<file path="config.mk">
export PLATFORM = sky130hd
export DESIGN_NAME = sd_spi_engine
export DESIGN_NICKNAME = d
export VERILOG_FILES = /design/src/rtl/sd_spi_pkg.sv /design/src/rtl/sd_spi_tick.sv /design/src/rtl/sd_spi_byte.sv /design/src/rtl/sd_spi_engine.sv
export SDC_FILE = /design/constraint.sdc
export NUM_CORES = 1
export LEC_CHECK = 0
export BUFFER_PORTS_ARGS = -buffer_cell sky130_fd_sc_hd__buf_2
export CORE_ASPECT_RATIO = 1.25
export CORE_MARGIN = 3
export CORE_UTILIZATION = 28
export CTS_CLUSTER_DIAMETER = 200
export DETAILED_ROUTE_END_ITERATION = 10
export GPL_TIMING_DRIVEN = 0
export SKIP_LAST_GASP = 1
export SYNTH_ARGS = -nofsm -noshare
export SYNTH_HDL_FRONTEND = slang
export SYNTH_SLANG_ARGS = --single-unit
</file>
<file path="constraint.sdc">
create_clock -name clk -period 3 [get_ports clk]
set_input_delay 0.45 -clock clk [delete_from_list [all_inputs] [get_ports clk]]
set_output_delay 0.45 -clock clk [all_outputs]
set_load 0.05 [all_outputs]
</file>
<file path="src/rtl/sd_spi_pkg.sv">
package sd_spi_pkg;
  typedef enum logic [3:0] {
    ST_PWR, ST_CMD, ST_RESP, ST_TOKEN, ST_DATA, ST_CRC, ST_TAIL, ST_IDLE, ST_FAIL
  } sd_st_e;

  localparam logic [5:0] IDX_RESET = 6'd0;
  localparam logic [5:0] IDX_INIT  = 6'd1;
  localparam logic [5:0] IDX_READ  = 6'd17;
  localparam logic [7:0] FILL_BYTE = 8'hFF;
  localparam logic [7:0] TOKEN_BYTE = 8'hFE;
  localparam logic [7:0] RESET_CRC = 8'h95;
  localparam int BLOCK_BYTES = 512;
  localparam int FRAME_BYTES = 6;
  localparam int POLL_BYTES  = 8;
endpackage

</file>
<file path="src/rtl/sd_spi_tick.sv">
module sd_spi_tick #(
  parameter int SLOW_DIV = 8
) (
  input  logic clk,
  input  logic rst_n,
  input  logic run_i,
  input  logic fast_i,
  output logic tick_o
);
  localparam int CW = $clog2(SLOW_DIV + 1);

  logic [CW-1:0] cnt_q, cnt_d;

  assign tick_o = run_i && (fast_i || (cnt_q == CW'(SLOW_DIV - 1)));

  always_comb begin
    cnt_d = cnt_q + CW'(1);
    if (!run_i || tick_o) cnt_d = '0;
  end

  always_ff @(posedge clk or negedge rst_n) begin
    if (!rst_n) cnt_q <= '0;
    else        cnt_q <= cnt_d;
  end

  generate
    if (SLOW_DIV > 1) begin : g_gap
      // in slow mode two ticks are never back to back
      p_slow_gap_r3: assert property (@(posedge clk) disable iff (!rst_n)
        (!fast_i && $past(tick_o) && $past(run_i) && $past(!fast_i)) |-> !tick_o);
    end
  endgenerate
endmodule

</file>
<file path="src/rtl/sd_spi_byte.sv">
module sd_spi_byte (
  input  logic       clk,
  input  logic       rst_n,
  input  logic       go_i,
  input  logic [7:0] tx_i,
  input  logic       tick_i,
  input  logic       miso_i,
  output logic       busy_o,
  output logic       done_o,
  output logic [7:0] rx_o,
  output logic       sclk_o,
  output logic       mosi_o
);
  logic       busy_q, busy_d, ph_q, ph_d, done_q, done_d;
  logic [7:0] tx_q, tx_d, rx_q, rx_d;
  logic [2:0] bit_q, bit_d;

  always_comb begin
    busy_d = busy_q; ph_d = ph_q; tx_d = tx_q; rx_d = rx_q;
    bit_d = bit_q; done_d = 1'b0;
    if (!busy_q) begin
      if (go_i) begin
        busy_d = 1'b1; tx_d = tx_i; bit_d = '0; ph_d = 1'b0;
      end
    end else if (tick_i) begin
      if (!ph_q) begin
        ph_d = 1'b1;
        rx_d = {rx_q[6:0], miso_i};
      end else begin
        ph_d  = 1'b0;
        tx_d  = {tx_q[6:0], 1'b1};
        bit_d = bit_q + 3'd1;
        if (bit_q == 3'd7) begin
          busy_d = 1'b0; done_d = 1'b1;
        end
      end
    end
  end

  always_ff @(posedge clk or negedge rst_n) begin
    if (!rst_n) begin
      busy_q <= 1'b0; ph_q <= 1'b0; done_q <= 1'b0;
      tx_q <= '1; rx_q <= '1; bit_q <= '0;
    end else begin
      busy_q <= busy_d; ph_q <= ph_d; done_q <= done_d;
      tx_q <= tx_d; rx_q <= rx_d; bit_q <= bit_d;
    end
  end

  assign busy_o = busy_q;
  assign done_o = done_q;
  assign rx_o   = rx_q;
  assign sclk_o = ph_q;
  assign mosi_o = busy_q ? tx_q[7] : 1'b1;

  // data towards the card holds still across a high clock phase
  p_mosi_hold_r11: assert property (@(posedge clk) disable iff (!rst_n)
    (sclk_o && $past(sclk_o)) |-> $stable(mosi_o));
endmodule

</file>
<file path="src/rtl/sd_spi_engine.sv">
module sd_spi_engine
  import sd_spi_pkg::*;
#(
  parameter int SLOW_DIV    = 8,
  parameter int PWR_BYTES   = 10,
  parameter int TOKEN_TRIES = 256
) (
  input  logic        clk,
  input  logic        rst_n,
  input  logic        rd_req,
  input  logic [31:0] rd_addr,
  output logic        ready,
  output logic        busy,
  output logic [7:0]  data_byte,
  output logic        data_valid,
  output logic        done,
  output logic        error,
  output logic        spi_sclk,
  output logic        spi_mosi,
  input  logic        spi_miso,
  output logic        spi_cs_n
);
  localparam int CNT_LIM = (TOKEN_TRIES > BLOCK_BYTES) ? TOKEN_TRIES : BLOCK_BYTES;
  localparam int CNT_W   = $clog2(CNT_LIM + PWR_BYTES + 1);

  sd_st_e st_q, st_d;
  logic [CNT_W-1:0] cnt_q, cnt_d;
  logic [5:0]  idx_q, idx_d;
  logic [31:0] addr_q, addr_d;
  logic fast_q, fast_d, ok_q, ok_d, bad_q, bad_d;
  logic dv_q, dv_d, done_q, done_d, err_q, err_d;
  logic [7:0] db_q, db_d;

  logic tick, eng_busy, eng_done, go;
  logic [7:0] tx_byte, rx_byte;
  logic [31:0] arg;

  sd_spi_tick #(.SLOW_DIV(SLOW_DIV)) u_tick (
    .clk(clk), .rst_n(rst_n), .run_i(eng_busy), .fast_i(fast_q), .tick_o(tick));

  sd_spi_byte u_byte (
    .clk(clk), .rst_n(rst_n), .go_i(go), .tx_i(tx_byte), .tick_i(tick),
    .miso_i(spi_miso), .busy_o(eng_busy), .done_o(eng_done), .rx_o(rx_byte),
    .sclk_o(spi_sclk), .mosi_o(spi_mosi));

  assign arg = (idx_q == IDX_READ) ? addr_q : 32'd0;
  assign go  = (st_q != ST_IDLE) && (st_q != ST_FAIL) && !eng_busy && !eng_done;

  always_comb begin
    tx_byte = FILL_BYTE;
    if (st_q == ST_CMD) begin
      case (cnt_q)
        CNT_W'(0): tx_byte = {2'b01, idx_q};
        CNT_W'(1): tx_byte = arg[31:24];
        CNT_W'(2): tx_byte = arg[23:16];
        CNT_W'(3): tx_byte = arg[15:8];
        CNT_W'(4): tx_byte = arg[7:0];
        default:   tx_byte = (idx_q == IDX_RESET) ? RESET_CRC : FILL_BYTE;
      endcase
    end
  end

  always_comb begin
    st_d = st_q; cnt_d = cnt_q; idx_d = idx_q; addr_d = addr_q;
    fast_d = fast_q; ok_d = ok_q; bad_d = bad_q;
    dv_d = 1'b0; done_d = 1'b0; err_d = 1'b0; db_d = db_q;
    if (st_q == ST_IDLE) begin
      if (rd_req) begin
        st_d = ST_CMD; cnt_d = '0; idx_d = IDX_READ; addr_d = rd_addr; bad_d = 1'b0;
      end
    end else if (eng_done) begin
      cnt_d = cnt_q + CNT_W'(1);
      case (st_q)
        ST_PWR: if (cnt_q == CNT_W'(PWR_BYTES - 1)) begin
          st_d = ST_CMD; cnt_d = '0; idx_d = IDX_RESET;
        end
        ST_CMD: if (cnt_q == CNT_W'(FRAME_BYTES - 1)) begin
          st_d = ST_RESP; cnt_d = '0;
        end
        ST_RESP: if (rx_byte != FILL_BYTE) begin
          cnt_d = '0;
          st_d  = ST_TAIL;
          if (idx_q == IDX_RESET) begin
            if (rx_byte != 8'h01) st_d = ST_FAIL;
          end else if (idx_q == IDX_INIT) begin
            if (rx_byte == 8'h00) ok_d = 1'b1;
            else if (rx_byte != 8'h01) st_d = ST_FAIL;
          end else if (rx_byte == 8'h00) st_d = ST_TOKEN;
          else bad_d = 1'b1;
        end else if (cnt_q == CNT_W'(POLL_BYTES - 1)) begin
          st_d  = (idx_q == IDX_READ) ? ST_TAIL : ST_FAIL;
          bad_d = 1'b1;
        end
        ST_TOKEN: if (rx_byte == TOKEN_BYTE) begin
          st_d = ST_DATA; cnt_d = '0;
        end else if (rx_byte != FILL_BYTE || cnt_q == CNT_W'(TOKEN_TRIES - 1)) begin
          st_d = ST_TAIL; bad_d = 1'b1;
        end
        ST_DATA: begin
          dv_d = 1'b1; db_d = rx_byte;
          if (cnt_q == CNT_W'(BLOCK_BYTES - 1)) begin
            st_d = ST_CRC; cnt_d = '0;
          end
        end
        ST_CRC: if (cnt_q == CNT_W'(1)) st_d = ST_TAIL;
        ST_TAIL: begin
          cnt_d = '0;
          if (idx_q == IDX_RESET) begin
            st_d = ST_CMD; idx_d = IDX_INIT;
          end else if (idx_q == IDX_INIT) begin
            st_d = ok_q ? ST_IDLE : ST_CMD;
            fast_d = ok_q;
          end else begin
            st_d = ST_IDLE; done_d = 1'b1; err_d = bad_q;
          end
        end
        default: st_d = st_q;
      endcase
    end
  end

  always_ff @(posedge clk or negedge rst_n) begin
    if (!rst_n) begin
      st_q <= ST_PWR; cnt_q <= '0; idx_q <= IDX_RESET; addr_q <= '0;
      fast_q <= 1'b0; ok_q <= 1'b0; bad_q <= 1'b0;
      dv_q <= 1'b0; done_q <= 1'b0; err_q <= 1'b0; db_q <= '0;
    end else begin
      st_q <= st_d; cnt_q <= cnt_d; idx_q <= idx_d; addr_q <= addr_d;
      fast_q <= fast_d; ok_q <= ok_d; bad_q <= bad_d;
      dv_q <= dv_d; done_q <= done_d; err_q <= err_d; db_q <= db_d;
    end
  end

  assign ready      = fast_q;
  assign busy       = (st_q != ST_IDLE);
  assign data_byte  = db_q;
  assign data_valid = dv_q;
  assign done       = done_q;
  assign error      = err_q;
  assign spi_cs_n   = !((st_q == ST_CMD) || (st_q == ST_RESP) || (st_q == ST_TOKEN) ||
                        (st_q == ST_DATA) || (st_q == ST_CRC));

  // completion is only reported once the block is free again
  p_done_free_r6: assert property (@(posedge clk) disable iff (!rst_n)
    done |-> !busy);
  // a failure flag never appears without completion
  p_err_with_done_r9: assert property (@(posedge clk) disable iff (!rst_n)
    error |-> done);
  // data strobes come only out of the data phase
  p_valid_in_data_r7: assert property (@(posedge clk) disable iff (!rst_n)
    data_valid |-> ($past(st_q) == ST_DATA));
  // once up, the card stays up
  p_ready_hold_r5: assert property (@(posedge clk) disable iff (!rst_n)
    $past(ready) |-> ready);
  // the card is deselected whenever the block waits for work
  p_cs_idle_r8: assert property (@(posedge clk) disable iff (!rst_n)
    (st_q == ST_IDLE) |-> spi_cs_n);
endmodule

</file>
==> results.ini, run 1 <==
[layout]
area_growth_syn_to_layout_pct = 19.11
layout-drive-gt1-share = 0.2196
nNetsFinal = 580
antenna_cells = 0

[synthesis]
ys_seq_area_frac = 0.4992
synth_warnings = 0
yosysMostFrequentCell = nand2_1
yosys.area.top_type = dfrtp_1
ys_ff_latch = 88
syn_area_sq_um = 4452
synth_commonest_cells = nand2_1, dfrtp_1, nor2_1, nand3_1, o21ai_0
syn-instance-count = 474
yosysUniqueCellTypes = 63
synthFlopType = dfrtp_1
synthTopCellsByArea = dfrtp_1, nand2_1, dfstp_2, mux2_2, nand3_1
synth_edf_count = 0
synthArstFlopShare = 1.000
syn-num-nets = 517
syn_area_per_cell_sq_um = 9.392
synth_top_area_frac = 0.4047

[die]
die-area_sq_um = 17460
die_w_um = 118.8
start_util = 0.2916
num_rows = 50
core_sq_um = 15260
ios = 52
die_height_um = 147.0

[timing]
maxSlewHeadroom = 0.4762
setup_tns_ps = 0
setup_viol = 0
final-hold-violation-count = 0
timing.final.ws_setup_ps = 433.7
period_minus_slack_ps = 2566
timing.final.crit_share = 0.8554
rsz0062_at_grt = false
fmax_ghz = 0.3897
tightest_slew_ps = 779.1
clock_skew_ps = 11.17
final_max_slew_viol_count = 0

[placed_design]
port_buffers = 51
gp_congestion = 0.8549
hpwlAfterDp_um = 8152
pre_cts_ws_ps = 441.7

[worst_setup_path]
reg2reg_depth = 9
path_cells = inv_1 -> ha_1 -> clkbuf_1 -> inv_1 -> nor4_2 -> o221ai_1 -> or3b_1 -> buf_6 -> o31ai_4
critPathMaxFanout = 10
rrSetupSlack_ps = 430
path_class = flip-flop to flip-flop
rr_startpoint = cnt_q[1]
required_ps = 3260
cp.arrival_ps = 2820
crit_path_top_delay_cell = clkbuf_1
worstPathBufferInverterCount = 4
slowest_delay_ps = 450
reg2reg_to = st_q[3]
crit_family = buffers and inverters
start_kind = flip-flop
path_common_cell = inv_1
cp-end-kind = flip-flop

[job]
maxCapViolCount = 0

[routing]
wirelength_um = 11040
first_pass_iters = 5
drc = 0
vias_per_cell = 4.907
wl_per_cell_um = 14.73
ant_nets = 0
drtIter0Drc = 248
vias = 3680

[clock_network]
ctsRootBufferMaster = clkbuf_16
cts_tree = done
cts.repair.resized = 0
cts_setup_buffers = 0
clkSlewWorstSetupHoldPaths_ps = 60
insertion_delay_ps = 350
h-tree-depth = 3
clockBufferDepth = 2
cts_hold_buf = 0
cts_buffers = 9
cts_sinks = 88

[pwr]
p_sw_mw = 0.5276
cellLeakagePower_nw = 2.501
p_sw_frac = 0.2199
power.density_nw_per_um2 = 452.4
pwr-share-clk = 0.478
ir_drop_v = 0.0002758
p_comb_frac = 0.024
power_frac_seq = 0.499
intPower_mw = 1.871

[global_route]
grt_pass1_vias = 3743
grt_pass1_wl_um = 18840
grt_overflow = 0
grt_use_total = 0.1316
antenna_found_initial = 0
grt_max_degree = 59

[hold_path]
hold_class = primary input to async pin

[outcome]
status = finished, final reports clean

through the flow:
step / area (sq um) / hold slack, ps / power, mW / util / std cells
after detailed placement: 4997 / 413.1 / 1.277 / 0.3274 / 734
final: 5303 / 32.07 / 2.399 / 0.3474 / 750
after floorplan: 4452 / 154.4 / 1.223 / - / 474
after CTS: 5303 / 39.40 / 2.428 / 0.3474 / 750
after global placement: 4967 / 443.8 / 1.271 / 0.3254 / 733
after global routing: 5303 / 54.95 / 2.484 / 0.3474 / 750
sequential cells by signal, indices dropped and copies added, names as in the netlist, 2 cells and up:
signal,flops
u_byte.rx_o,8
u_byte.bit_q,3
u_byte.tx_q,8
cnt_q,10
idx_q,2
st_q,4
u_tick.cnt_q,4
data_byte,8
addr_q,32
placed cells by master, fill, tap and decap left out, drive strengths merged, types with 8 or more instances in the layout:
cell type    n
buf         62
a222oi       8
nand2      119
inv         18
dfstp       16
nor2        26
mux2        18
nor3         8
nand3       20
clkbuf      27
o21ai       21
dfrtp       72
a21oi       13
power by group through the flow:
stage	registers (mW)	clock network, mW	logic, mW
detailed placement	1.22	0	0.0587
CTS	1.20	1.17	0.0588
finish	1.20	1.15	0.0568
floorplan	1.22	0	0.00568
global route	1.20	1.22	0.0654
global placement	1.22	0	0.0532
per-layer routing:
metal	up-vias	track usage	wire length, um
li1	1793	-	-
met1	1770	0.1677	4925
met2	101	0.2199	5410
met3	16	0.02426	485
met4	0	0.05391	223
met5	-	0	0
cell type report:
cell class	instances	area [sq um]
buffer	28	126.4
clock inverter	7	80.08
inverter	16	60.06
clock buffer	9	225.2
multi-input combinational	342	2043
fill	1599	9962
sequential	88	2222
tap	208	260.3
timing repair buffer	52	285.3
how the worst max path moves through the flow:
stage,startpoint,end,cells past startpoint
2_1_floorplan,st_q[2],u_byte.tx_q[0],6
3_3_place_gp,cnt_q[1],st_q[3],9
3_5_place_dp,cnt_q[1],st_q[3],9
4_1_cts,cnt_q[1],st_q[3],9
5_1_grt,cnt_q[1],st_q[3],9
6_report,cnt_q[1],st_q[3],9
kinds of logic after synthesis:
family / share of synthesized area
DFF: 0.4992
xor gates and xnor gates: 0.01574
AOI/OAI and AO/OA: 0.1195
buffers and inverters: 0.04188
and+or+nand+nor: 0.2518
adders and majority gates: 0.01967
muxes: 0.05228
worst register-to-register path, cell delays in order, from the launching register on:
cell	delay [ps]
dfrtp_1	440
inv_1	130
ha_1	200
clkbuf_1	450
inv_1	110
nor4_2	290
o221ai_1	130
or3b_1	380
buf_6	150
o31ai_4	200
No activity file was read; power rests on OpenSTA's default activity.
==> inputs of run 2 (changes only) <==
Settings changed: SYNTH_HIERARCHICAL set to 1.
==> run 2 against run 1 <==
  * Flip-flop and latch count stayed put
  * First-iteration DRC count is 13% higher
  * Via count is 4.9% higher
  * Non-clock buffer count is 3 higher
  * Worst hold slack better by 58 ps
  * Sequential share of layout area is 1.9 points lower
  * Area after synthesis is 4.9% higher
  * Register-to-register slack worse by 70 ps
  * Count of clock-buffer cells in the layout stayed put
==> results.ini, run 2 <==
[outcome]
status = finished, final reports clean

[pwr]
p_total_mw = 2.488  ; +3.7%
power.density_nw_per_um2 = 447.8  ; -1.0%
cellLeakagePower_nw = 2.526  ; +0.99%
ir_drop_v = 0.0001931  ; -30%

[worst_setup_path]
critPathMaxFanout = 5  ; -5
slowest_delay_ps = 570  ; +120 ps
worstPathBufferInverterCount = 0  ; -4
path_cells = or4_1 -> nor4_1 -> nand2_1 -> a21o_1 -> a211o_1 -> or3b_1 -> o311a_1
cp-end-kind = flip-flop
crit_path_top_delay_cell = or4_1
crit_family = simple AND/OR/NAND/NOR gates
required_ps = 3270  ; about the same
path_class = flip-flop to flip-flop
start_kind = flip-flop
cp.arrival_ps = 2900  ; +80 ps

[synthesis]
yosysUniqueCellTypes = 73  ; +16%
yosysMostFrequentCell = nand2_1
syn-instance-count = 478  ; +0.84%
synth_commonest_cells = nand2_1, dfrtp_1, mux2_2, dfstp_2
synthFlopType = dfrtp_1
syn_area_sq_um = 4672  ; +4.9%
synth_edf_count = 0  ; unchanged
synthArstFlopShare = 1.000  ; unchanged
synth_top_area_frac = 0.3856  ; -0.01908
syn-num-nets = 521  ; +0.77%
synth_warnings = 6  ; +6
yosys.area.top_type = dfrtp_1
synthTopCellsByArea = dfrtp_1, nand2_1, dfstp_2, mux2_2, nand4b_1
syn_area_per_cell_sq_um = 9.774  ; +4.1%
ys_ff_latch = 88  ; unchanged
ys_seq_area_frac = 0.4756  ; -0.02353

[timing]
maxSlewHeadroom = 0.3979  ; -0.07825
final-hold-violation-count = 0  ; unchanged
holdWs_ps = 90.14  ; +58.07 ps
setup_viol = 0  ; unchanged
timing.final.crit_share = 0.8782  ; +0.02274
tightest_slew_ps = 894.9  ; +115.8 ps
clock_skew_ps = 7.101  ; -4.069 ps
final_max_slew_viol_count = 0  ; unchanged
period_minus_slack_ps = 2634  ; +68.21 ps
setup_tns_ps = 0  ; unchanged
rsz0062_at_grt = false
fmax_ghz = 0.3796  ; -2.6%

[global_route]
grt_pass1_wl_um = 19970  ; +6.0%
grt_pass1_vias = 4035  ; +7.8%
grt_use_total = 0.1343  ; +0.002721
antenna_found_initial = 0  ; unchanged
grt_overflow = 0  ; unchanged
grt_max_degree = 52  ; -12%

[routing]
first_pass_iters = 5  ; unchanged
drc = 0  ; unchanged
wirelength_um = 11760  ; +6.5%
ant_nets = 0  ; unchanged
vias_per_cell = 5.067  ; +3.3%
drtIter0Drc = 279  ; +13%
wl_per_cell_um = 15.43  ; +4.8%
vias = 3861  ; +4.9%

[hold_path]
hold_class = primary input to async pin

[die]
die_height_um = 150.4  ; +2.3%
die-area_sq_um = 18280  ; +4.7%
start_util = 0.2872  ; -0.004409
num_rows = 52  ; +4.0%
core_sq_um = 16270  ; +6.6%
die_w_um = 121.5  ; +2.3%
ios = 52  ; unchanged

[layout]
largest_register_ffs = 32  ; unchanged
final_cell_mix = nand2_1, dfrtp_1, buf_2
layout-drive-gt1-share = 0.2436  ; +0.02403
largestRegisters = addr_q (32), cnt_q (10)
area_growth_syn_to_layout_pct = 18.93
largest_register = addr_q
nNetsFinal = 584  ; +0.69%
layout_commonest_cell = nand2_1
antenna_cells = 0  ; unchanged

[clock_network]
cts_hold_buf = 0  ; unchanged
cts.repair.resized = 0  ; unchanged
clockBufferDepth = 2  ; unchanged
cts_sinks = 88  ; unchanged
insertion_delay_ps = 340  ; about the same
cts_buffers = 9  ; unchanged
ctsRootBufferMaster = clkbuf_16
cts_setup_buffers = 0  ; unchanged
cts_tree = done
h-tree-depth = 3  ; unchanged
clkSlewWorstSetupHoldPaths_ps = 70  ; about the same

[placed_design]
port_buffers = 51  ; unchanged
gp_congestion = 0.9090  ; +6.3%
hpwlAfterDp_um = 8638  ; +6.0%

[job]
maxCapViolCount = 0  ; unchanged

==> run 2: kinds of logic after synthesis <==
| family | Yosys count | synth area share |
|---|---|---|
| AND/OR/NAND/NOR | 223 | 0.2469 |
| multiplexers | 21 | 0.05008 |
| buffers and inverters | 43 | 0.04338 |
| adder cells (fa/ha/maj) | 7 | 0.01875 |
| AO/OA/AOI/OAI | 88 | 0.1502 |
| flip-flops | 88 | 0.4756 |
| XOR/XNOR | 8 | 0.01500 |
==> run 2: worst paths after layout <==
check / depth (start not counted) / end / startpoint / slack, ps
setup reg to reg: 7 / u_byte/tx_q[6] / cnt_q[7] / 370
setup / recovery: 7 / u_byte/tx_q[6] / cnt_q[7] / 370
min in group clk: 3 / addr_q[30] / rd_addr[30] / 300
max in group asynchronous: 2 / u_byte/rx_o[3] / rst_n / 2230
hold reg to reg: 1 / u_tick/cnt_q[0] / u_tick/cnt_q[0] / 460
hold / removal: 1 / addr_q[5] / rst_n / 90
==> run 2: layer usage <==
metal	wire (um)	GRT usage	part of all wire
met5	0	0	0
met4	192	0.04484	0.016
met3	452	0.01917	0.038
met2	5782	0.2254	0.49
met1	5333	0.1781	0.45
==> run 2: final cells by class <==
cell class,count,area (sq um)
plain buffers,31,157.7
clock buffers,9,225.2
clock inverters,7,103.9
fillers,1733,10710
inverters,12,45.04
multi-input cells,347,2247
flip-flops and latches,88,2222
well taps,216,270.3
repair buffers,52,285.3
==> run 2: power breakdown <==
part	switching, mW	total [mW]	internal, mW
clock network	0.494	1.23	0.740
registers	0.00467	1.20	1.19
logic	0.0337	0.0572	0.0235
==> run 2: metrics by stage <==
stage               worst slack (ps)  utilization  std cells  instance area (sq um)
detailed placement             388.1       0.3214        746                   5228
global placement               418.3       0.3195        745                   5197
global route                   243.0       0.3416        762                   5557
finish                         365.5       0.3416        762                   5557
floorplan                      743.0            -        478                   4672
CTS                            353.3       0.3416        762                   5557
==> inputs of run 3 (changes only) <==
Settings changed: BUFFER_PORTS_ARGS -buffer_cell sky130_fd_sc_hd__buf_2 to -buffer_cell sky130_fd_sc_hd__buf_4.
==> run 3 against run 2 <==
  * Clock power down 4%
  * Register-to-register slack got worse by 40 ps
  * Via count is 0.41% higher
  * Combinational power grew 12%
  * Sequential power is essentially flat
  * Critical path type unchanged
  * Highest routed layer unchanged
==> results.ini, run 3 (synthesized netlist as in run 2, its figures left out) <==
[worst_setup_path]
slowest_delay_ps = 550  ; -20 ps
worstPathBufferInverterCount = 0  ; unchanged
crit_path_top_delay_cell = or4_1
rr_startpoint = cnt_q[6]
required_ps = 3270  ; about the same
crit_family = simple AND/OR/NAND/NOR gates
cp.arrival_ps = 2940  ; +40 ps
path_class = flip-flop to flip-flop
cp-end-kind = flip-flop
start_kind = flip-flop
path_cells = or4_1 -> nor4_1 -> nand2_1 -> a21o_1 -> a211o_1 -> or3b_1 -> o311a_1
cp-startpoint = cnt_q[6]
critPathMaxFanout = 6  ; +1

[clock_network]
h-tree-depth = 3  ; unchanged
clockBufferDepth = 2  ; unchanged
ctsRootBufferMaster = clkbuf_16
cts_hold_buf = 0  ; unchanged
insertion_delay_ps = 340  ; about the same
clkSlewWorstSetupHoldPaths_ps = 70  ; about the same
cts.repair.resized = 0  ; unchanged
cts_setup_buffers = 0  ; unchanged
cts_buffers = 9  ; unchanged
cts_tree = done
cts_sinks = 88  ; unchanged

[layout]
area_growth_syn_to_layout_pct = 20.73
final_cell_mix = nand2_1, dfrtp_1, buf_4
antenna_cells = 0  ; unchanged
largest_register_ffs = 32  ; unchanged
layout-drive-gt1-share = 0.2422  ; -0.001388
post-route-util = 0.3468  ; +0.005154
largestRegisters = addr_q (32), cnt_q (10)
layout_commonest_cell = nand2_1
nNetsFinal = 583  ; -0.17%
largest_register = addr_q

[timing]
maxSlewHeadroom = 0.2652  ; -0.1327
final-hold-violation-count = 0  ; unchanged
clock_skew_ps = 7.396  ; +0.2953 ps
period_minus_slack_ps = 2674  ; +39.66 ps
tightest_slew_ps = 1102  ; +207.4 ps
fmax_ghz = 0.3740  ; -1.5%
setup_tns_ps = 0  ; unchanged
rsz0062_at_grt = false
final_max_slew_viol_count = 0  ; unchanged
holdWs_ps = 297.5  ; +207.3 ps
timing.final.crit_share = 0.8914  ; +0.01322
setup_viol = 0  ; unchanged

[global_route]
antenna_found_initial = 0  ; unchanged
grt_use_total = 0.1362  ; +0.001859
grt_max_degree = 89  ; +71%
grt_overflow = 0  ; unchanged
grt_pass1_wl_um = 20130  ; +0.83%
grt_pass1_vias = 3985  ; -1.2%

[routing]
vias = 3877  ; +0.41%
vias_per_cell = 5.095  ; +0.55%
route.met2.wl_um = 5867  ; +1.5%
wl_per_cell_um = 15.53  ; +0.63%
first_pass_iters = 5  ; unchanged
wirelength_um = 11820  ; +0.50%
ant_nets = 0  ; unchanged
drc = 0  ; unchanged
drtIter0Drc = 261  ; -6.5%
top_layer = met4
drt-met1-wl_um = 5201  ; -2.5%
dr_wl_met3_um = 589  ; +30%

[die]
die_w_um = 121.5  ; unchanged
start_util = 0.2872  ; unchanged
ios = 52  ; unchanged
die_height_um = 150.4  ; unchanged
num_rows = 52  ; unchanged
die-area_sq_um = 18280  ; unchanged
core_sq_um = 16270  ; unchanged

[job]
maxCapViolCount = 0  ; unchanged

[pwr]
cellLeakagePower_nw = 2.539  ; +0.53%
ir_drop_v = 0.0002297  ; +19%
power.density_nw_per_um2 = 433.6  ; -3.2%

[placed_design]
hpwlAfterDp_um = 8537  ; -1.2%
port_buffers = 51  ; unchanged
gp_congestion = 0.9043  ; -0.52%

[hold_path]
hold_class = primary input to flip-flop
hp-start = rd_addr[30]

[outcome]
status = finished, final reports clean

## run 3: cell count changes in the layout (fill, tap and decap cells not counted)
cell       delta
buf_2        -50
buf_4        +50
clkbuf_8      +2
buf_16        -1
bufinv_16     -1
clkinv_4      -1
inv_6         +1
inv_8         -1
## run 3: final timing paths
path,to,slack [ps],cells past startpoint
max in group asynchronous,addr_q[24],1990,1
max reg2reg,u_byte/tx_q[6],330,7
min,addr_q[30],300,3
min in group asynchronous,u_byte/bit_q[0],310,1
max,u_byte/tx_q[6],330,7
min reg2reg,u_tick/cnt_q[0],460,1
## run 3: tightest hold or removal path, stage by stage
cell,delay (ps)
buf_4,80
nand2_1,40
nand2_1,40
## run 3: final cells by class
type,count,area [sq um]
buffer,31,157.7
fill,1681,10630
clock buffer,11,252.7
clock inverter,5,62.56
inverter,12,45.04
multi-input combinational,347,2247
timing repair buffer,51,382.9
tap,216,270.3
sequential,88,2222
## run 3: metal layers
layer,vias up,global-route usage
met5,-,0
met4,0,0.04092
met3,13,0.02443
met2,113,0.2299
met1,1902,0.1781
li1,1849,-
## run 3: where the power goes
| group | leakage, nW | internal (mW) | switching (mW) |
|---|---|---|---|
| clock network | 0.149 | 0.697 | 0.487 |
| logic | 1.28 | 0.0318 | 0.0323 |
| registers | 1.11 | 1.19 | 0.00456 |
| total | 2.54 | 1.92 | 0.524 |
## run 3: stage by stage
stage | total power [mW] | std cells | instance area (sq um) | setup WS (ps)
5_1_grt | 2.532 | 761 | 5640 | 241.8
2_1_floorplan | 1.223 | 478 | 4672 | 743.0
4_1_cts | 2.476 | 761 | 5640 | 368.1
6_report | 2.446 | 761 | 5640 | 325.9
3_3_place_gp | 1.284 | 745 | 5325 | 416.7
3_5_place_dp | 1.285 | 745 | 5325 | 388.5
